[src/rtl/rsmp_pkg.sv]
// Package: shared register select encoding for the resampling sequencer.
// Assumes: one select bit chooses between the two configuration registers.
package rsmp_pkg;
    typedef enum logic {
        SEL_WIDTH   = 1'b0,
        SEL_PATTERN = 1'b1
    } reg_sel_e;

    localparam int CFG_BYTES = 4;
endpackage

[src/rtl/rsmp_cfg_regs.sv]
// Module: programmed (staged) configuration registers.
// Holds width-minus-one and the pattern mask as last written by software.
// Assumes: the pattern takes only full-word writes; the width needs byte 0.
module rsmp_cfg_regs
    import rsmp_pkg::*;
#(
    parameter int KW_MAX = 8,
    parameter int IDX_W  = $clog2(KW_MAX)
) (
    input  logic                   clk,
    input  logic                   rst_n,
    input  logic                   cfg_we,
    input  logic                   cfg_sel,
    input  logic [CFG_BYTES-1:0]   cfg_be,
    input  logic [8*CFG_BYTES-1:0] cfg_wdata,
    output logic [IDX_W-1:0]       prog_kw,
    output logic [KW_MAX-1:0]      prog_pat
);
    localparam int UNUSED_W = 8*CFG_BYTES - KW_MAX;

    logic wr_width;
    logic wr_pattern;
    logic unused_bits;

    // Decode which register a write may update.
    always_comb begin
        wr_width   = cfg_we && (reg_sel_e'(cfg_sel) == SEL_WIDTH) && cfg_be[0];
        wr_pattern = cfg_we && (reg_sel_e'(cfg_sel) == SEL_PATTERN) && (&cfg_be);
    end

    // Upper data bits are discarded by design.
    assign unused_bits = ^cfg_wdata[8*CFG_BYTES-1 -: UNUSED_W];

    // Capture the width field.
    always_ff @(posedge clk) begin
        if (!rst_n)        prog_kw <= '0;
        else if (wr_width) prog_kw <= cfg_wdata[IDX_W-1:0];
    end

    // Capture the pattern mask.
    always_ff @(posedge clk) begin
        if (!rst_n)          prog_pat <= '0;
        else if (wr_pattern) prog_pat <= cfg_wdata[KW_MAX-1:0];
    end
endmodule

[src/rtl/rsmp_batch_seq.sv]
// Module: batch iteration counter with active configuration.
// Steps the iteration index on each handed-over output and reloads the
// active width and pattern from the staged copy at each batch boundary.
// Assumes: step is asserted only when an output is accepted.
module rsmp_batch_seq #(
    parameter int KW_MAX = 8,
    parameter int IDX_W  = $clog2(KW_MAX)
) (
    input  logic              clk,
    input  logic              rst_n,
    input  logic              step,
    input  logic [IDX_W-1:0]  prog_kw,
    input  logic [KW_MAX-1:0] prog_pat,
    output logic [IDX_W-1:0]  idx,
    output logic [IDX_W-1:0]  act_kw,
    output logic [KW_MAX-1:0] act_pat,
    output logic              need
);
    logic [KW_MAX-1:0] in_window;
    logic              last;

    // Build the mask of iteration positions inside the active width.
    for (genvar g = 0; g < KW_MAX; g++) begin : g_win
        assign in_window[g] = (g <= int'(act_kw));
    end

    // Current iteration needs a source pixel when its bit is set and in range.
    always_comb begin
        last = (idx == act_kw);
        need = act_pat[idx] & in_window[idx];
    end

    // Advance or wrap the iteration index.
    always_ff @(posedge clk) begin
        if (!rst_n)         idx <= '0;
        else if (step) begin
            if (last)       idx <= '0;
            else            idx <= idx + 1'b1;
        end
    end

    // Load the staged configuration only at a batch boundary.
    always_ff @(posedge clk) begin
        if (!rst_n) begin
            act_kw  <= '0;
            act_pat <= '0;
        end else if (step && last) begin
            act_kw  <= prog_kw;
            act_pat <= prog_pat;
        end
    end
endmodule

[src/rtl/rsmp_pix_hold.sv]
// Module: held source pixel register.
// Keeps the most recently accepted source pixel for repeated output.
// Assumes: capture is a completed input handshake.
module rsmp_pix_hold #(
    parameter int PIX_W = 16
) (
    input  logic             clk,
    input  logic             rst_n,
    input  logic             capture,
    input  logic [PIX_W-1:0] in_data,
    output logic [PIX_W-1:0] hold
);
    // Store the pixel on every accepted source transfer.
    always_ff @(posedge clk) begin
        if (!rst_n)       hold <= '0;
        else if (capture) hold <= in_data;
    end
endmodule

[src/rtl/mask_resampler.sv]
// Module: one axis of a pattern-mask resampling sequencer.
// Emits one output per iteration; pulls a source pixel first on iterations
// whose pattern bit is set, otherwise repeats the held pixel.
// Assumes: the source pixel passes straight through on fetch iterations, so
// in_ready depends combinationally on out_ready.
module mask_resampler
    import rsmp_pkg::*;
#(
    parameter int PIX_W  = 16,
    parameter int KW_MAX = 8,
    parameter int IDX_W  = $clog2(KW_MAX)
) (
    input  logic                   clk,
    input  logic                   rst_n,
    input  logic                   cfg_we,
    input  logic                   cfg_sel,
    input  logic [CFG_BYTES-1:0]   cfg_be,
    input  logic [8*CFG_BYTES-1:0] cfg_wdata,
    input  logic                   in_valid,
    output logic                   in_ready,
    input  logic [PIX_W-1:0]       in_data,
    output logic                   out_valid,
    input  logic                   out_ready,
    output logic [PIX_W-1:0]       out_data
);
    logic [IDX_W-1:0]  prog_kw;
    logic [KW_MAX-1:0] prog_pat;
    logic [IDX_W-1:0]  idx;
    logic [IDX_W-1:0]  act_kw;
    logic [KW_MAX-1:0] act_pat;
    logic              need;
    logic              step;
    logic              capture;
    logic [PIX_W-1:0]  hold;

    rsmp_cfg_regs #(.KW_MAX(KW_MAX), .IDX_W(IDX_W)) u_cfg (
        .clk      (clk),
        .rst_n    (rst_n),
        .cfg_we   (cfg_we),
        .cfg_sel  (cfg_sel),
        .cfg_be   (cfg_be),
        .cfg_wdata(cfg_wdata),
        .prog_kw  (prog_kw),
        .prog_pat (prog_pat)
    );

    rsmp_batch_seq #(.KW_MAX(KW_MAX), .IDX_W(IDX_W)) u_seq (
        .clk     (clk),
        .rst_n   (rst_n),
        .step    (step),
        .prog_kw (prog_kw),
        .prog_pat(prog_pat),
        .idx     (idx),
        .act_kw  (act_kw),
        .act_pat (act_pat),
        .need    (need)
    );

    rsmp_pix_hold #(.PIX_W(PIX_W)) u_hold (
        .clk    (clk),
        .rst_n  (rst_n),
        .capture(capture),
        .in_data(in_data),
        .hold   (hold)
    );

    // Stream handshakes and output selection.
    always_comb begin
        out_valid = !need || in_valid;
        in_ready  = need && out_ready;
        out_data  = need ? in_data : hold;
        step      = out_valid && out_ready;
        capture   = step && need;
    end
endmodule

[config.mk]
export PLATFORM = sky130hd
export DESIGN_NAME = mask_resampler
export DESIGN_NICKNAME = d
export VERILOG_FILES = /design/src/rtl/rsmp_pkg.sv /design/src/rtl/rsmp_cfg_regs.sv /design/src/rtl/rsmp_batch_seq.sv /design/src/rtl/rsmp_pix_hold.sv /design/src/rtl/mask_resampler.sv
export SDC_FILE = /design/constraint.sdc
export NUM_CORES = 1
export LEC_CHECK = 0
export BUFFER_PORTS_ARGS = -buffer_cell sky130_fd_sc_hd__buf_2
export CELL_PAD_IN_SITES_DETAIL_PLACEMENT = 0
export CELL_PAD_IN_SITES_GLOBAL_PLACEMENT = 1
export CORE_MARGIN = 2
export CORE_UTILIZATION = 37
export DETAILED_ROUTE_END_ITERATION = 16
export PLACE_DENSITY_LB_ADDON = 0.1
export SYNTH_ARGS = -nofsm -noshare
export SYNTH_HDL_FRONTEND = slang
export SYNTH_HIERARCHICAL = 1
export SYNTH_SLANG_ARGS = --single-unit
[constraint.sdc]
create_clock -name clk -period 2.9 [get_ports clk]
set_input_delay 0.58 -clock clk [delete_from_list [all_inputs] [get_ports clk]]
set_output_delay 0.58 -clock clk [all_outputs]
set_load 0.1 [all_outputs]
Yosys cells after proc, flatten, opt, wreduce, memory -nomap -nowiden --
Cells that the tools add are included. W data, S select, Z words.
Word-level totals: input bits 58, output and inout bits 18, word-level logic and storage cells 35, flip-flop bits (word level) 41
Cells by class: $add $sub $neg 1, muxes and demuxes 6, bitwise operators 2, $lt $le $gt $ge 8, reductions and logical operators 11, eq/ne operators 1
Operators with widths (count):
- $mux W16 | 1
- $le A3 B3 Y1 const A | 4
- $logic_and A1 B1 Y1 | 8
- $bmux W1 S3 | 2
- $le A2 B3 Y1 const A | 2
- $lt A3 B4 Y1 const B | 1
- $reduce_and A4 Y1 | 1
- $add A3 B1 Y3 const B | 1
- $eq A3 B3 Y1 | 1
- $le A1 B3 Y1 const A | 1
- $mux W3 | 1
- $mux W1 | 2
- $and A1 B1 Y1 | 1
- $logic_not A1 Y1 | 1
- $logic_or A1 B1 Y1 | 1
- $not A1 Y1 | 1

Logic depth before layout (Yosys ltp) --
Gate-level depths: netlist (run 1).
depth after elaboration 8, mapped depth 11, mapped depth without buffers 8

Hierarchy --
Netlist (run 1), hierarchy kept.
By module, submodules not included:
- rsmp_batch_seq | seq. area each 280.3 µm², area each 752.0 µm², instances 1, cells each 77
- rsmp_pix_hold | seq. area each 320.3 µm², area each 615.6 µm², instances 1, cells each 51
- rsmp_cfg_regs | seq. area each 220.2 µm², area each 489.2 µm², instances 1, cells each 47
- mask_resampler | seq. area each 0.0 µm², area each 261.5 µm², instances 1, cells each 22

Worst setup path after synthesis (run 1) --
Ideal clock, no wire load.
kind flip-flop to flip-flop, start point register u_seq.idx[0], end point register u_seq.act_kw[0], buffers on the path 4, setup time 72 ps, slack -40 ps, cell stages (with the launch flop) 12, period minus slack after synthesis 2940 ps, arrival time 2869 ps, data required time 2828 ps, path through dfxtp_1 -> buf_6 -> mux4_2 -> nor2_1 -> a211oi_1 -> buf_6 -> nand2b_1 -> and2_1 -> and4_1 -> buf_6 -> buf_12 -> mux2i_1
Between the ends: longest elaborated chain between the ends 7, elaborated cells on any way between the ends 10, classes of those cells eq/ne: 1; mux: 4; bitwise: 1; reduce/logical: 4
RTL lines:
- from (decl) | RTL line rsmp_batch_seq.sv:14 | output logic [IDX_W-1:0] idx,
- from (signal assigned) | RTL line rsmp_batch_seq.sv:38 | else idx <= idx + 1'b1;
- $bmux W1 S3 | RTL line rsmp_batch_seq.sv:30 | need = act_pat[idx] & in_window[idx];
- $mux W1 (implied by the code) | RTL line rsmp_batch_seq.sv:30
- $and A1 B1 Y1 * | RTL line rsmp_batch_seq.sv:30
- net need | RTL line mask_resampler.sv:31 | logic need;
- $logic_not A1 Y1 * | RTL line mask_resampler.sv:69 | out_valid = !need || in_valid;
- $logic_or A1 B1 Y1 * | RTL line mask_resampler.sv:69
- net out_valid | RTL line mask_resampler.sv:22 | output logic out_valid,
- $logic_and A1 B1 Y1 * | RTL line mask_resampler.sv:72 | step = out_valid && out_ready;
- net step | RTL line mask_resampler.sv:32 | logic step;
- $logic_and A1 B1 Y1 * | RTL line rsmp_batch_seq.sv:47 | end else if (step && last) begin
- to (signal assigned) | RTL line rsmp_batch_seq.sv:48 | act_kw <= prog_kw;
- to (decl) | RTL line rsmp_batch_seq.sv:15 | output logic [IDX_W-1:0] act_kw,
Mark *: on every way through the listed nets, which the timed path passes. The rest lies on a longest branch. The select of a mux whose other input is x is not followed. A chain may end at the register's enable or synchronous reset.

Worst setup path in the final report (run 1) --
start point register u_seq.idx[0], end point output out_data[14]
Between the ends: longest elaborated chain between the ends 4, elaborated cells on any way between the ends 6, classes of those cells mux: 5; bitwise: 1
RTL lines:
- $bmux W1 S3 | RTL line rsmp_batch_seq.sv:30
- $mux W1 (implied by the code) | RTL line rsmp_batch_seq.sv:30
- $and A1 B1 Y1 * | RTL line rsmp_batch_seq.sv:30
- net need | RTL line mask_resampler.sv:31
- $mux W16 * | RTL line mask_resampler.sv:71 | out_data = need ? in_data : hold;
- to (decl) | RTL line mask_resampler.sv:24 | output logic [PIX_W-1:0] out_data
Marked as above.

==> results.ini, run 1 <==
[status]
run_status=finished clean

[synth]
synth_seq_cells=41
syn_nets=256
yosysWarnings=6
synth_cell_type_count=33
synth-seq-area-share_pct=38.7
synth_area_per_cell_sq_um=10.8
syn_area_sq_um=2120
synthCells=197

[critical_path]
crit_path_frequent_cell=buf_12
required_ns=2.32
arrival_ns=2.18
crit_path_start=u_seq/idx[0]$_SDFFE_PN0P_
worstReg2RegStart=u_seq/idx[0]$_SDFFE_PN0P_
crit_type=register to output port
path_max_fanout=19
r2r_slack_ns=0.44
endpoint_kind=output port
critPathCapture=out_data[14]
start_kind=register
path_cells=mux4_2 > nor2_1 > a211oi_4 > buf_12 > mux2_4 > buf_12
r2r_end=u_seq/act_pat[1]$_SDFFE_PN0P_
rr_worst_depth=9
max_stage_delay_ns=0.52
cp_slowest_cell=mux4_2

[job]
maxCapViolations=0

[global_route]
grt_max_degree=35
overflow=0
grt_pass1_vias=1356
antenna_found_initial=0
track_usage_pct=12.7
grt_pass1_wl_um=6230

[sta]
fin_skew_ns=0.00573
relSlewSlack_pct=63.9
final-hold-violation-count=0
fin_crit_sh_pct=95.3
finalSetupTns_ns=0
tightest_slew_ns=0.542
setup_viol=0
rsz0062_at_grt=false
whs_ns=0.459
finalMaxSlewViolations=0
period_minus_slack_ns=2.76
timing.fmax_ghz=0.362

[finish]
fin_nets=308
fillers=540
diodes=0
drive_gt1_share_pct=37.6
post-route-util_pct=50.4
multi_input_area_sq_um=1170
synthToLayoutAreaGrowth_pct=31.0
final_cell_mix=mux2i_1 (41), nand2_1 (40), dfxtp_1 (40)
seq_area_sq_um=822
layout_commonest_cell=mux2i_1

[cts]
htreeDepth=2
clk_latency_ns=0.29
cts_root_buf=clkbuf_8
path_clk_slew_ns=0.07
cts_hold_buf=0
max-clock-path-buffers=2
cts.sinks=41
cts_setup_buffers=0
cts_buffers=5
cts.repair.resized=1
cts_tree=yes

[floorplan]
io_pins=76
die_area_sq_um=6350
die_w_um=79.7
num_rows=27
die_y_um=79.7
start_util_pct=38.5
coreArea_sq_um=5510

[drt]
drt_first_pass_iters=4
route.vias.total=1448
drtAntennaViolNets=0
vias_per_cell=4.50
wl_per_cell_um=11.4
drc=0
drt-initial-drc-count=29
routed_wl_um=3660

[power]
leakage_nw=1.08
power_density_nw_per_um2=394
peakVddDrop_uv=253
p_total_mw=1.09

[hold_path]
hp-start=u_seq/act_pat[5]$_SDFFE_PN0P_
hold_class=register to register

[placement]
gp_congestion=0.659
portBuffers=51
dp_hpwl_um=2610

-- through the flow --
step                worst slack, ns  instances  cell area, sq um
floorplan                     0.194        197              2120
global placement              0.300        314              2670
detailed placement            0.314        314              2670
CTS                           0.108        322              2780
global route                 0.0288        322              2780
finish                        0.137        322              2780
-- worst min-delay path by stage --
stage                                          endpoint  slack [ns]  depth (start not counted)
after floorplan           u_seq/act_pat[2]$_SDFFE_PN0P_        0.43                          2
after global placement    u_seq/act_pat[2]$_SDFFE_PN0P_        0.44                          2
after detailed placement  u_seq/act_pat[2]$_SDFFE_PN0P_        0.45                          2
after CTS                 u_seq/act_pat[4]$_SDFFE_PN0P_        0.46                          2
after global routing      u_seq/act_pat[0]$_SDFFE_PN0P_        0.47                          2
final                     u_seq/act_pat[5]$_SDFFE_PN0P_        0.46                          2
-- critical path: cells and delay by family (launching register included) --
kind                   cells  cell delay, ns
flip-flops                 1            0.45
AND/OR/NAND/NOR            1            0.19
buffers and inverters      2            0.35
AO/OA/AOI/OAI              1            0.06
multiplexers               2            0.84
-- kinds of logic (layout without fill, tap and decap cells) --
group                    count (synthesis)  after routing  synth area share, %
AO/OA/AOI/OAI                            4              4                 1.42
multiplexers                            58             58                 30.4
flip-flops                              41             41                 38.7
AND/OR/NAND/NOR                         74             74                 20.1
buffers and inverters                   14             67                 6.67
adder cells (fa/ha/maj)                  1              1                0.591
XOR/XNOR                                 5              5                 2.07
-- sequential cells by signal, summed over array words and instances, names as in the netlist --
name            count
u_hold/hold        16
u_cfg/prog_pat      8
u_seq/act_pat       8
u_cfg/prog_kw       3
u_seq/act_kw        3
u_seq/idx           3
-- cells in the mapped netlist --
cell	instances	area (sq um)
a211oi_1	1	7.51
a21oi_1	1	5.00
and2_1	2	12.5
and2b_2	1	8.76
and3_1	1	6.26
and4_1	1	8.76
buf_12	2	40.0
buf_2	1	5.00
buf_4	1	7.51
buf_6	4	45.0
buf_8	1	15.0
clkbuf_1	1	3.75
dfxtp_1	41	821
dlygate4sd1_1	2	17.5
ha_1	1	12.5
inv_1	2	7.51
mux2_2	8	90.1
mux2_4	8	120
mux2i_1	41	410
mux4_2	1	22.5
nand2_1	40	150
nand2_2	1	6.26
nand2b_1	2	12.5
nand3b_4	1	20.0
nand4_4	1	21.3
nor2_1	1	3.75
nor2_8	1	20.0
nor2b_1	19	119
nor3b_2	3	37.5
o221a_2	1	11.3
o22ai_1	1	6.26
xnor2_1	4	35.0
xor2_1	1	8.76
-- power by group --
part | leakage [nW] | internal (mW) | switching [mW] | total [mW]
Sequential | 0.331 | 0.568 | 0.00726 | 0.575
Clock | 0.0542 | 0.215 | 0.194 | 0.409
Combinational | 0.694 | 0.0536 | 0.0552 | 0.109
-- routing by layer --
layer	part of all wire [%]	wire length (um)	up-vias	global-route usage, %
met5	0	0	-	0
met4	1.9	70	0	5.69
met3	6.3	229	7	3.96
met2	45	1640	38	20.1
met1	47	1710	640	15.7
li1	-	-	763	-
-- area by class of cell --
class / instances / share of cell area, %
flip-flops and latches: 41 / 29.6
well taps: 72 / 3.25
clock inverters: 1 / 0.180
multi-input cells: 142 / 42.2
inverters: 2 / 0.271
clock buffers: 7 / 3.47
repair buffers: 57 / 21.0
Note: power is estimated with default switching activity, not from simulation.
==> inputs of run 2 (changes only) <==
--- a/config.mk
+++ b/config.mk
@@ -9,7 +9,7 @@
 export CELL_PAD_IN_SITES_DETAIL_PLACEMENT = 0
 export CELL_PAD_IN_SITES_GLOBAL_PLACEMENT = 1
 export CORE_MARGIN = 2
-export CORE_UTILIZATION = 37
+export CORE_UTILIZATION = 40
 export DETAILED_ROUTE_END_ITERATION = 16
 export PLACE_DENSITY_LB_ADDON = 0.1
 export SYNTH_ARGS = -nofsm -noshare
==> constraint.sdc (replaced) <==
create_clock -name clk -period 3.52 [get_ports clk]
set_input_delay 0.704 -clock clk [delete_from_list [all_inputs] [get_ports clk]]
set_output_delay 0.704 -clock clk [all_outputs]
set_load 0.1 [all_outputs]
==> run 2 against run 1 <==
Effect of this change: critical path depth unchanged; first-iteration DRC count up 28%; global-route usage up 0.80 points; wire length up 0.96%; register-to-register slack better by 0.24 ns; largest cell class unchanged; combinational power down 18%; final area down 11%; die area down 7.1%.
==> results.ini, run 2 (synthesized netlist as in run 1, its figures left out) <==
[global_route]
grt_max_degree=61  ; was 35
grt_pass1_vias=1400  ; was 1356
track_usage_pct=13.5  ; was 12.7%
antenna_found_initial=0  ; unchanged
grt_pass1_wl_um=6390  ; was 6230 um
overflow=0  ; unchanged

[cts]
path_clk_slew_ns=0.08  ; was 0.07 ns
cts.sinks=41  ; unchanged
htreeDepth=2  ; unchanged
cts_tree=yes  ; unchanged
clk_latency_ns=0.30  ; was 0.29 ns
cts_setup_buffers=0  ; unchanged
cts_buffers=5  ; unchanged
cts_hold_buf=0  ; unchanged
cts_root_buf=clkbuf_8  ; unchanged
max-clock-path-buffers=2  ; unchanged
cts.repair.resized=0  ; was 1

[drt]
vias_per_cell=4.60  ; was 4.50
drt_first_pass_iters=4  ; unchanged
wl_per_cell_um=11.6  ; was 11.4 um
routed_wl_um=3690  ; was 3660 um
drtAntennaViolNets=0  ; unchanged
route.vias.total=1457  ; was 1448
drc=0  ; unchanged
drt-initial-drc-count=37  ; was 29

[power]
leakage_nw=1.00  ; was 1.08 nW
power_density_nw_per_um2=351  ; was 394 nW/um^2
p_total_uw=864  ; was 1.09 mW
peakVddDrop_uv=208  ; was 253 uV

[finish]
largestRegisters=u_hold/hold x16, u_cfg/prog_pat x8, u_seq/act_pat x8  ; unchanged
fin_nets=305  ; was 308
largest_reg_flops=16  ; unchanged
multi_input_area_sq_um=1170  ; about the same
drive_gt1_share_pct=36.0  ; was 37.6%
regMostFlops=u_hold/hold  ; unchanged
final_cell_mix=buf_2 (51), mux2i_1 (41), dfxtp_1 (41)  ; was mux2i_1 (41), nand2_1 (40), dfxtp_1 (40)
seq_area_sq_um=821  ; was 822 sq um
synthToLayoutAreaGrowth_pct=16.2  ; was 31.0%
instances_no_fill=317  ; was 322
fillers=503  ; was 540
layout_commonest_cell=buf_2  ; was mux2i_1
diodes=0  ; unchanged
post-route-util_pct=48.2  ; was 50.4%

[placement]
portBuffers=51  ; unchanged
place_inst=309  ; was 314
gp_congestion=0.646  ; was 0.659
dp_hpwl_um=2600  ; was 2610 um

[critical_path]
required_ns=2.82  ; was 2.32 ns
crit_type=register to output port  ; unchanged
start_kind=register  ; unchanged
endpoint_kind=output port  ; unchanged
arrival_ns=2.54  ; was 2.18 ns
path_max_fanout=19  ; unchanged

[sta]
finalMaxSlewViolations=0  ; unchanged
timing.fmax_ghz=0.309
final-hold-violation-count=0  ; unchanged
fin_crit_sh_pct=92.0
period_minus_slack_ns=3.24
finalSetupTns_ns=0  ; unchanged
fin_skew_ns=0.00722  ; was 0.00573 ns
relSlewSlack_pct=39.6  ; was 63.9%
rsz0062_at_grt=false  ; unchanged
setup_viol=0  ; unchanged
tightest_slew_ns=0.906  ; was 0.542 ns

[job]
maxCapViolations=0  ; unchanged

[floorplan]
die_area_sq_um=5890  ; was 6350 sq um
start_util_pct=41.5  ; was 38.5%
num_rows=26  ; was 27
coreArea_sq_um=5110  ; was 5510 sq um
die_y_um=76.8  ; was 79.7 um
io_pins=76  ; unchanged
die_w_um=76.8  ; was 79.7 um

[hold_path]
hold_class=register to register  ; unchanged

[status]
run_status=finished clean  ; unchanged

-- run 2: final cells by class --
class	instances	area share [%]
multi-input combinational	142	47.5
sequential	41	33.4
timing repair buffer	54	11.8
tap	70	3.56
clock buffer	5	2.80
clock inverter	3	0.712
inverter	2	0.305
-- run 2: metal layers --
metal / routed length [um] / track usage [%] / up-vias / part of all wire (%)
li1: - / - / 759 / -
met1: 1680 / 15.9 / 651 / 45
met2: 1750 / 23.0 / 42 / 48
met3: 214 / 4.00 / 5 / 5.8
met4: 48 / 4.91 / 0 / 1.3
met5: 0 / 0 / - / 0
-- run 2: report_power, final --
group          switching [mW]  total (mW)  internal (mW)
sequential            0.00571       0.473          0.468
clock                   0.165       0.302          0.137
combinational          0.0464      0.0892         0.0427
total                   0.217       0.864          0.647
-- run 2: critical path, stage by stage, from the launching register on --
cell and delay [ns]:
dfxtp_1 0.55, mux4_2 0.56, nor2_1 0.19, a211oi_4 0.04, buf_4 0.23, mux2_2 0.25, buf_2 0.42
-- run 2: final timing paths --
check,endpoint,slack (ns),cells after the start,start
worst max-delay path,out_data[3],0.28,6,u_seq/idx[0]$_SDFFE_PN0P_
worst max register to register,u_seq/act_pat[1]$_SDFFE_PN0P_,0.68,9,u_seq/idx[0]$_SDFFE_PN0P_
worst min-delay path,u_cfg/prog_pat[4]$_SDFFE_PN0P_,0.46,2,u_cfg/prog_pat[4]$_SDFFE_PN0P_
worst min register to register,u_cfg/prog_pat[4]$_SDFFE_PN0P_,0.46,2,u_cfg/prog_pat[4]$_SDFFE_PN0P_
-- run 2: stage by stage --
| step | cell area [sq um] | hold slack [ns] | setup WS (ns) |
|---|---|---|---|
| after floorplan | 2120 | 0.432 | 0.580 |
| after global placement | 2370 | 0.443 | 0.575 |
| after detailed placement | 2370 | 0.445 | 0.595 |
| after CTS | 2460 | 0.462 | 0.246 |
| after global routing | 2460 | 0.481 | 0.144 |
| final | 2460 | 0.457 | 0.280 |
==> inputs of run 3 (changes only) <==
--- a/config.mk
+++ b/config.mk
@@ -5,14 +5,16 @@
 export SDC_FILE = /design/constraint.sdc
 export NUM_CORES = 1
 export LEC_CHECK = 0
-export BUFFER_PORTS_ARGS = -buffer_cell sky130_fd_sc_hd__buf_2
+export ABC_AREA = 1
+export BUFFER_PORTS_ARGS = -buffer_cell sky130_fd_sc_hd__buf_4
 export CELL_PAD_IN_SITES_DETAIL_PLACEMENT = 0
 export CELL_PAD_IN_SITES_GLOBAL_PLACEMENT = 1
 export CORE_MARGIN = 2
-export CORE_UTILIZATION = 40
+export CORE_UTILIZATION = 37
 export DETAILED_ROUTE_END_ITERATION = 16
 export PLACE_DENSITY_LB_ADDON = 0.1
 export SYNTH_ARGS = -nofsm -noshare
 export SYNTH_HDL_FRONTEND = slang
 export SYNTH_HIERARCHICAL = 1
 export SYNTH_SLANG_ARGS = --single-unit
+export TNS_END_PERCENT = 1
==> run 3 against run 2 <==
Effect of this change: first-iteration DRC count rose by 97%; synthesized cell count rose by 79%; utilization fell by 2.9 points; maximum frequency rose by 13%; register-to-register slack improved by 0.39 ns; total power rose to 3.1 times the previous value; critical endpoint is now out_data[13]; worst setup slack improved by 0.36 ns; clock skew fell by 0.0034 ns; sequential power rose by 35%; sequential cell count did not move; count of clock-buffer cells in the layout rose by 2; die area rose by 17%; largest power group is now combinational logic.
==> results.ini, run 3 <==
[global_route]
grt_pass1_vias=1958  ; was 1400
antenna_found_initial=0  ; unchanged
track_usage_pct=14.2  ; was 13.5%
grt_pass1_wl_um=8240  ; was 6390 um
overflow=0  ; unchanged
grt_max_degree=40  ; was 61

[drt]
drt-initial-drc-count=73  ; was 37
drc=0  ; unchanged
drt_first_pass_iters=4  ; unchanged
vias_per_cell=4.34  ; was 4.60
wl_per_cell_um=9.55  ; was 11.6 um
route.vias.total=2041  ; was 1457
drtAntennaViolNets=0  ; unchanged
routed_wl_um=4490  ; was 3690 um

[cts]
htreeDepth=2  ; unchanged
cts_hold_buf=0  ; unchanged
cts.sinks=41  ; unchanged
cts_setup_buffers=0  ; unchanged
path_clk_slew_ns=0.07  ; was 0.08 ns
clk_latency_ns=0.30  ; about the same
max-clock-path-buffers=2  ; unchanged
cts_tree=yes  ; unchanged
cts_root_buf=clkbuf_8  ; unchanged
cts_buffers=5  ; unchanged
cts.repair.resized=0  ; unchanged

[sta]
finalSetupTns_ns=0  ; unchanged
setup_viol=0  ; unchanged
tightest_slew_ns=0.544  ; was 0.906 ns
relSlewSlack_pct=63.7  ; was 39.6%
final-hold-violation-count=0  ; unchanged
timing.fmax_ghz=0.348  ; was 0.309 GHz
fin_skew_ns=0.00383  ; was 0.00722 ns
whs_ns=0.470  ; was 0.457 ns
period_minus_slack_ns=2.88  ; was 3.24 ns
finalMaxSlewViolations=0  ; unchanged
fin_crit_sh_pct=81.7  ; was 92.0%
rsz0062_at_grt=false  ; unchanged

[critical_path]
r2r_end=u_seq/idx[1]$_SDFFE_PN0P_  ; was u_seq/act_pat[1]$_SDFFE_PN0P_
rr_worst_depth=15  ; was 9
crit_type=register to output port  ; unchanged
arrival_ns=2.17  ; was 2.54 ns
endpoint_kind=output port  ; unchanged
worstReg2RegStart=u_seq/idx[0]$_SDFFE_PN0P_  ; unchanged
path_max_fanout=35  ; was 19
crit_path_start=u_seq/idx[0]$_SDFFE_PN0P_  ; unchanged
r2r_slack_ns=1.07  ; was 0.68 ns
start_kind=register  ; unchanged
required_ns=2.82  ; about the same

[synth]
synth_seq_cells=41  ; unchanged
synth_mux_area_share_pct=0.434  ; was 30.4%
synth_xor_area_share_pct=0.759  ; was 2.07%
synth_largest_area_cell=dfxtp_1  ; unchanged
synth_top_family_by_area=simple AND/OR/NAND/NOR gates  ; was multiplexers
netlist.area_leader.share_pct=35.6  ; was 38.7%
synth-seq-area-share_pct=35.6  ; was 38.7%
syn_area_sq_um=2310  ; was 2120 sq um
synth_cell_type_count=24  ; was 33
synth_edf_count=0  ; unchanged
synthTopCellsByArea=dfxtp_1 (36%), nand2_1 (15%), inv_1 (10%)  ; was dfxtp_1 (39%), mux2i_1 (19%), nand2_1 (7.1%)
synth_ff_type=dfxtp_1  ; unchanged
syn_nets=411  ; was 256
yosysMostFrequentCell=nand2_1
yosys.area_share.simple_pct=33.7  ; was 20.1%
yosys-top-cells-count=nand2_1 (90), inv_1 (62), nor2_1 (59)  ; was dfxtp_1 (41), mux2i_1 (41), nand2_1 (40)
async_reset_ff_share_pct=0  ; unchanged
yosysWarnings=6  ; unchanged
synthAdderAreaFrac_pct=0.542  ; was 0.591%
synth_compound_area_share_pct=10.7  ; was 1.42%
synth_area_per_cell_sq_um=6.56  ; was 10.8 sq um
synthCells=352  ; was 197

[finish]
fillers=701  ; was 503
largestRegisters=u_hold/hold x16, u_cfg/prog_pat x8, u_seq/act_pat x8  ; unchanged
diodes=0  ; unchanged
largest_reg_flops=16  ; unchanged
post-route-util_pct=45.2  ; was 48.2%
synthToLayoutAreaGrowth_pct=17.4  ; was 16.2%
final_cell_mix=nand2_1 (90), inv_1 (62), nor2_1 (58)  ; was buf_2 (51), mux2i_1 (41), dfxtp_1 (41)
drive_gt1_share_pct=22.3  ; was 36.0%
regMostFlops=u_hold/hold  ; unchanged
design_area_sq_um=2710  ; was 2460 sq um
layout_commonest_cell=nand2_1  ; was buf_2
fin_nets=454  ; was 305

[floorplan]
start_util_pct=38.5  ; was 41.5%
num_rows=28  ; was 26
die_w_um=83.0  ; was 76.8 um
io_pins=76  ; unchanged
die_y_um=83.0  ; was 76.8 um
die_area_sq_um=6890  ; was 5890 sq um
coreArea_sq_um=5990  ; was 5110 sq um

[power]
leakage_nw=1.28  ; was 1.00 nW
power_density_nw_per_um2=984  ; was 351 nW/um^2
peakVddDrop_uv=539  ; was 208 uV
p_total_mw=2.67  ; was 864 uW

[hold_path]
min_path_cells=2  ; unchanged
holdPathEnd=u_hold/hold[3]$_SDFFE_PN0P_  ; was u_cfg/prog_pat[4]$_SDFFE_PN0P_
hold_class=register to register  ; unchanged
hp-start=u_hold/hold[3]$_SDFFE_PN0P_  ; was u_cfg/prog_pat[4]$_SDFFE_PN0P_

[placement]
portBuffers=51  ; unchanged
place_area_sq_um=2620  ; was 2370 sq um
gp_congestion=0.709  ; was 0.646
dp_hpwl_um=3050  ; was 2600 um

[status]
run_status=finished clean  ; unchanged

[job]
maxCapViolations=0  ; unchanged

## run 3: worst max path at each step
stage / to / slack (ns) / cells past startpoint
floorplan: out_data[0] / -0.25 / 10
global placement: out_data[13] / 0.90 / 10
detailed placement: out_data[13] / 0.91 / 10
CTS: out_data[13] / 0.57 / 10
global route: out_data[13] / 0.36 / 10
finish: out_data[13] / 0.64 / 10
## run 3: worst max-delay path, stage by stage, from the launching register on
cell and delay (ns):
dfxtp_1 0.52, inv_1 0.15, nand2_1 0.08, nand3_1 0.07, nand3_1 0.10, nand2_1 0.05, inv_1 0.06, nor2_2 0.03
buf_4 0.24, o21ai_0 0.25, buf_4 0.33
## run 3: cells by family after synthesis
group / Yosys count
AND/OR/NAND/NOR: 187
buffers and inverters: 81
XOR/XNOR: 2
adder cells (fa/ha/maj): 1
flip-flops: 41
AO/OA/AOI/OAI: 39
multiplexers: 1
## run 3: routing by layer
| layer | track usage [%] | routed length [um] |
|---|---|---|
| met5 | 0 | 0 |
| met4 | 5.51 | 88 |
| met3 | 3.98 | 212 |
| met2 | 25.4 | 2070 |
| met1 | 16.0 | 2120 |
## run 3: layout make-up
type                    count  area, sq um  area share, %
flip-flops and latches     41          821           30.3
clock buffers               7         86.3           3.19
well taps                  75         93.8           3.46
inverters                  63          236           8.73
multi-input cells         230         1070           39.4
repair buffers             54          405           15.0
## run 3: stage by stage
step | setup slack [ns] | cells
after detailed placement | 0.907 | 463
final | 0.643 | 470
after global placement | 0.899 | 463
after global routing | 0.356 | 470
after CTS | 0.567 | 470
after floorplan | -0.247 | 352
## run 3: report_power, final
part / total [mW] / internal (mW) / switching [mW]
Combinational: 1.72 / 0.406 / 1.31
Clock: 0.312 / 0.156 / 0.156
Sequential: 0.637 / 0.567 / 0.0691
